===== src/rtl/cond_pkg.sv =====
package cond_pkg;
  localparam int unsigned FLAG_W = 4;
  localparam int unsigned WORD_W = 32;
  localparam int unsigned FLAG_LSB = WORD_W - FLAG_W;

  typedef struct packed {
    logic n;
    logic z;
    logic c;
    logic v;
  } flags_t;

  typedef enum logic [3:0] {
    CC_EQ = 4'h0, CC_NE = 4'h1, CC_HS = 4'h2, CC_LO = 4'h3,
    CC_MI = 4'h4, CC_PL = 4'h5, CC_VS = 4'h6, CC_VC = 4'h7,
    CC_HI = 4'h8, CC_LS = 4'h9, CC_GE = 4'hA, CC_LT = 4'hB,
    CC_GT = 4'hC, CC_LE = 4'hD, CC_AL = 4'hE, CC_NV = 4'hF
  } cond_e;
endpackage


===== src/rtl/flag_reg.sv =====
module flag_reg
  import cond_pkg::*;
(
  input  logic                clk_i,
  input  logic                rst_ni,
  input  logic                alu_we_i,
  input  flags_t              alu_flags_i,
  input  logic                psr_we_i,
  input  logic [WORD_W-1:0]   psr_wdata_i,
  output flags_t              flags_o
);
  flags_t flags_q;

  always_ff @(posedge clk_i or negedge rst_ni) begin
    if (!rst_ni)       flags_q <= '0;
    else if (psr_we_i) flags_q <= flags_t'(psr_wdata_i[WORD_W-1:FLAG_LSB]);
    else if (alu_we_i) flags_q <= alu_flags_i;
  end

  assign flags_o = flags_q;

  a_r5_psr_priority: assert property (@(posedge clk_i) disable iff (!rst_ni)
    psr_we_i |=> flags_q == $past(psr_wdata_i[WORD_W-1:FLAG_LSB]));
  a_r2_alu_load: assert property (@(posedge clk_i) disable iff (!rst_ni)
    (alu_we_i && !psr_we_i) |=> flags_q == $past(alu_flags_i));
  a_r6_hold: assert property (@(posedge clk_i) disable iff (!rst_ni)
    (!alu_we_i && !psr_we_i) |=> $stable(flags_q));
endmodule


===== src/rtl/cond_eval.sv =====
module cond_eval
  import cond_pkg::*;
(
  input  flags_t      flags_i,
  input  logic [3:0]  cond_i,
  output logic        pass_o
);
  logic ge;
  assign ge = (flags_i.n == flags_i.v);

  always_comb begin
    unique case (cond_e'(cond_i))
      CC_EQ: pass_o = flags_i.z;
      CC_NE: pass_o = !flags_i.z;
      CC_HS: pass_o = flags_i.c;
      CC_LO: pass_o = !flags_i.c;
      CC_MI: pass_o = flags_i.n;
      CC_PL: pass_o = !flags_i.n;
      CC_VS: pass_o = flags_i.v;
      CC_VC: pass_o = !flags_i.v;
      CC_HI: pass_o = flags_i.c && !flags_i.z;
      CC_LS: pass_o = !flags_i.c || flags_i.z;
      CC_GE: pass_o = ge;
      CC_LT: pass_o = !ge;
      CC_GT: pass_o = !flags_i.z && ge;
      CC_LE: pass_o = flags_i.z || !ge;
      CC_AL: pass_o = 1'b1;
      default: pass_o = 1'b0;
    endcase
  end

  always_comb begin
    a_r11_always: assert (cond_i != 4'hE || pass_o);
    a_r11_never:  assert (cond_i != 4'hF || !pass_o);
  end
endmodule


===== src/rtl/cond_flags.sv =====
module cond_flags
  import cond_pkg::*;
(
  input  logic         clk_i,
  input  logic         rst_ni,
  input  logic         alu_we_i,
  input  logic [3:0]   alu_flags_i,
  input  logic         psr_we_i,
  input  logic [31:0]  psr_wdata_i,
  input  logic [3:0]   cond_i,
  output logic [31:0]  psr_rdata_o,
  output logic         pass_o
);
  flags_t flags;

  flag_reg i_flag_reg (
    .clk_i       (clk_i),
    .rst_ni      (rst_ni),
    .alu_we_i    (alu_we_i),
    .alu_flags_i (flags_t'(alu_flags_i)),
    .psr_we_i    (psr_we_i),
    .psr_wdata_i (psr_wdata_i),
    .flags_o     (flags)
  );

  cond_eval i_cond_eval (
    .flags_i (flags),
    .cond_i  (cond_i),
    .pass_o  (pass_o)
  );

  assign psr_rdata_o = {flags, {FLAG_LSB{1'b0}}};

  a_r3_low_zero: assert property (@(posedge clk_i) disable iff (!rst_ni)
    psr_rdata_o[FLAG_LSB-1:0] == '0);
  a_r4_roundtrip: assert property (@(posedge clk_i) disable iff (!rst_ni)
    psr_we_i |=> psr_rdata_o[31:FLAG_LSB] == $past(psr_wdata_i[31:FLAG_LSB]));
endmodule


===== config.mk =====
export PLATFORM = sky130hd
export DESIGN_NAME = cond_flags
export DESIGN_NICKNAME = d
export VERILOG_FILES = /design/src/rtl/cond_pkg.sv /design/src/rtl/flag_reg.sv /design/src/rtl/cond_eval.sv /design/src/rtl/cond_flags.sv
export SDC_FILE = /design/constraint.sdc
export NUM_CORES = 1
export LEC_CHECK = 0
export ABC_AREA = 1
export BUFFER_PORTS_ARGS = -buffer_cell sky130_fd_sc_hd__buf_2
export CORE_AREA = 2 2 43 55
export DETAILED_ROUTE_END_ITERATION = 7
export DIE_AREA = 0 0 45 57
export GPL_TIMING_DRIVEN = 0
export PLACE_DENSITY = 0.85
export SETUP_SLACK_MARGIN = 0.5
export SYNTH_ARGS = -nofsm -noshare
export SYNTH_HDL_FRONTEND = slang
export SYNTH_SLANG_ARGS = --single-unit

===== constraint.sdc =====
create_clock -name clk_i -period 1.4 [get_ports clk_i]
set_input_delay 0.42 -clock clk_i [delete_from_list [all_inputs] [get_ports clk_i]]
set_output_delay 0.42 -clock clk_i [all_outputs]
set_load 0.02 [all_outputs]

==> summary.md <==
| Metric | Value |
|---|---|
| Seq/Total Area, Yosys | `0.166` |
| Hold_sp | `psr_wdata_i[31]` |
| Tcrit/Tclk final | `1.29` |
| Final Hold Fails | `0` |
| Die span in y | `57 µm` |
| Mapped Area | `604 µm²` |
| Pwr dens | `654 nW/µm²` |
| Reg-to-Reg Start | `i_flag_reg.flags_o[0]` |
| Root Buffer | `clkbuf_4` |
| Setup ws final | `-0.400 ns` |
| Post-synth top area cell | `buf_4` |
| Iter 0 DRT Violations | `4` |
| Post-layout nets | `203` |
| Critical Path Max Stage Delay | `0.44 ns` |
| Area grow syn2layout | `63.6%` |
| Main combinational cell family by area after synthesis | `buffers and inverters` |
| Reg2reg setup slack | `0.59 ns` |
| Slowest CP cell | `dfrtp_2` |
| R2R cell count | `3` |
| Failing checks | `negative setup slack` |
| Core area | `2090 µm²` |
| Syn Inst Count | `100` |
| WP data arrival | `1.38 ns` |
| Port Buffers | `20` |
| Layout cells sized above 1 | `0.475` |
| Top_reg_cell synth | `dfrtp_1` |
| Clock period minus worst slack | `1.80 ns` |
| Die ar. | `2570 µm²` |
| CTS tree | `done` |
| Number of max-cap violations | `0` |
| Synth warn | `0` |
| Cells along the critical path | `buf_4, buf_6, nand2_1, a21oi_1, nor2_1, nand2_2, buf_6` |
| GR Util met1 | `0.125` |
| GR Util met2 | `0.173` |
| Remaining DRCs | `0` |
| I/O pin count | `77` |
| Synth area leaders | `buf_4 35%, nand2_1 17%, dfrtp_1 17%` |
| Max clock buf depth | `2` |
| Initial Util | `0.289` |
| Total track usage | `0.108` |
| Clock-pin slew on the worst setup and hold paths | `0.04 ns` |
| Yosys cell types | `16` |
| Number of setup violations in the final report | `2` |
| Max Fanout on Critical Path | `4` |
| #FFs+latches synth | `4` |
| Top post-synthesis cells by count | `28 x buf_4, 27 x nand2_1, 15 x nand3_1` |
| Hold crit path type | `input port to flop` |
| Synth Area in Compound Gates | `0.0311` |
| Largest net degree at the start of global routing | `7` |
| Row Count | `19` |
| GRT Max-Usage Layer | `met2` |
| XOR/XNOR Fraction of Synth Area | `0` |
| Placer Congestion | `0.783` |
| Cell mode on critical path | `buf_6` |
| DR vias | `718` |
| Static leakage | `0.619 nW` |
| CTS Buf Count | `3` |
| FMAX | `555 MHz` |
| CP Class | `flop to primary output` |
| GR Util met3 | `0.0285` |
| Post-route clock skew | `0 ns` |
| Post-synth top area share | `0.348` |
| RSZ-0062 raised after global routing | `true` |
| CTS H-Tree Depth | `1` |
| Post-synth EDFFs | `0` |
| Skew-Pair Late Insertion Delay | `0.24 ns` |
| Finished Cell Area | `988 µm²` |
| Hold depth | `3` |
| Wirelength, routed | `1350 µm` |
| Crit. End Element | `primary output` |
| Max-slew violations | `0` |
| CTS sink cnt | `4` |
| HPWL Detailed | `1070 µm` |
| Worst Path Required | `0.98 ns` |
| Worst path top cell family by delay | `flip-flops` |
| Adder-Cell Fraction of Synth Area | `0` |
| Worst Path Buf+Inv | `3` |
| Placed inst area | `841 µm²` |
| Die Wd | `45 µm` |
| Dominant cell by count in the synthesized netlist | `buf_4` |
| Setup crit start kind | `flop` |
| Antenna Diode Count | `0` |
| Routed wire length per instance | `7.56 µm` |
| Max reg flops | `4` |
| Post-synthesis simple-gate area fraction | `0.387` |
| Max IR drop VDD | `432 µV` |
| Initial antenna violation count | `0` |
| WHS Endpoint | `i_flag_reg.flags_o[3]` |
| First-pass GRT wire length | `2130 µm` |
| GRT overflow | `0` |
| Hold_ws | `0.393 ns` |
| Asr flop ratio synth | `1.00` |
| Run status | `finished with violations` |
| Vias in the first global route | `570` |
| Detailed Routing Iterations Pass 1 | `2` |
| Mux contribution to synthesized area | `0` |
| DR vias/cell | `4.01` |
| Worst r2r dst | `i_flag_reg.flags_o[0]` |
| Antenna Nets Post-Route | `0` |
| Syn avg cell area | `6.04 µm²` |
==> routing by layer <==
layer,vias up,routed length [µm]
li1,374,-
met3,2,152
met4,0,25
met2,35,701
met1,307,473
met5,-,0
==> repair_timing <==
| item | 4_1_cts | 5_1_grt |
|---|---|---|
| pin swaps | 1 | 4 |
| setup buffers | 4 | 2 |
| resized for setup | 12 | 8 |
| endpoints found under the hold margin | 4 | 0 |
| hold buffers | 1 | 0 |
| endpoints found under the setup margin | 5 | 5 |
==> final cells by class <==
cell class / count / area (µm²)
sequential: 4 / 105
fill: 240 / 1100
inverter: 10 / 37.5
buffer: 28 / 210
timing repair buffer: 27 / 190
tap: 21 / 26.3
clock buffer: 4 / 26.3
multi-input combinational: 85 / 393
==> per-stage QoR <==
stage	setup slack [ns]	TNS (ns)	util	total power, mW	cells
3_5_place_dp	-0.261	-0.261	0.402	0.416	168
3_3_place_gp	-0.237	-0.237	0.402	0.414	168
5_1_grt	-0.490	-0.585	0.472	0.694	179
2_1_floorplan	-0.0223	-0.0223	-	0.356	127
4_1_cts	-0.364	-0.364	0.453	0.624	177
6_report	-0.400	-0.469	0.472	0.646	179
==> layout by cell type (no fill, tap or decap), types with 2 or more instances in the layout <==
cell,n
buf_6,6
inv_2,3
nand2_1,22
nor2_2,2
buf_4,33
clkbuf_4,3
nand3_1,13
nand3_2,2
inv_1,7
dfrtp_2,4
conb_1,28
buf_2,15
nand2_4,2
nand2_2,4
nor2_1,6
==> worst max path at each step <==
stage               slack [ns]      to                  start  depth (start not counted)
finish                   -0.40  pass_o  i_flag_reg.flags_o[3]                          7
global route             -0.49  pass_o  i_flag_reg.flags_o[3]                         10
CTS                      -0.36  pass_o  i_flag_reg.flags_o[3]                          9
detailed placement       -0.26  pass_o              cond_i[0]                          9
global placement         -0.24  pass_o              cond_i[1]                         10
floorplan                -0.02  pass_o  i_flag_reg.flags_o[0]                          8
==> worst min-delay path: stages <==
cell     delay (ns)
buf_2          0.07
nand2_1        0.04
nand3_1        0.07
==> logic make-up after synthesis <==
logic type	count (synthesis)
AOI/OAI and AO/OA	3
buffers and inverters	38
DFF	4
other	1
and+or+nand+nor	54
==> power by group <==
| part | switching (mW) | leakage (nW) | internal, mW |
|---|---|---|---|
| Sequential | 0.0174 | 0.0440 | 0.129 |
| Combinational | 0.183 | 0.560 | 0.155 |
| Clock | 0.0544 | 0.0150 | 0.107 |
| Total | 0.255 | 0.619 | 0.392 |
No activity file was read; power rests on OpenSTA's default activity.
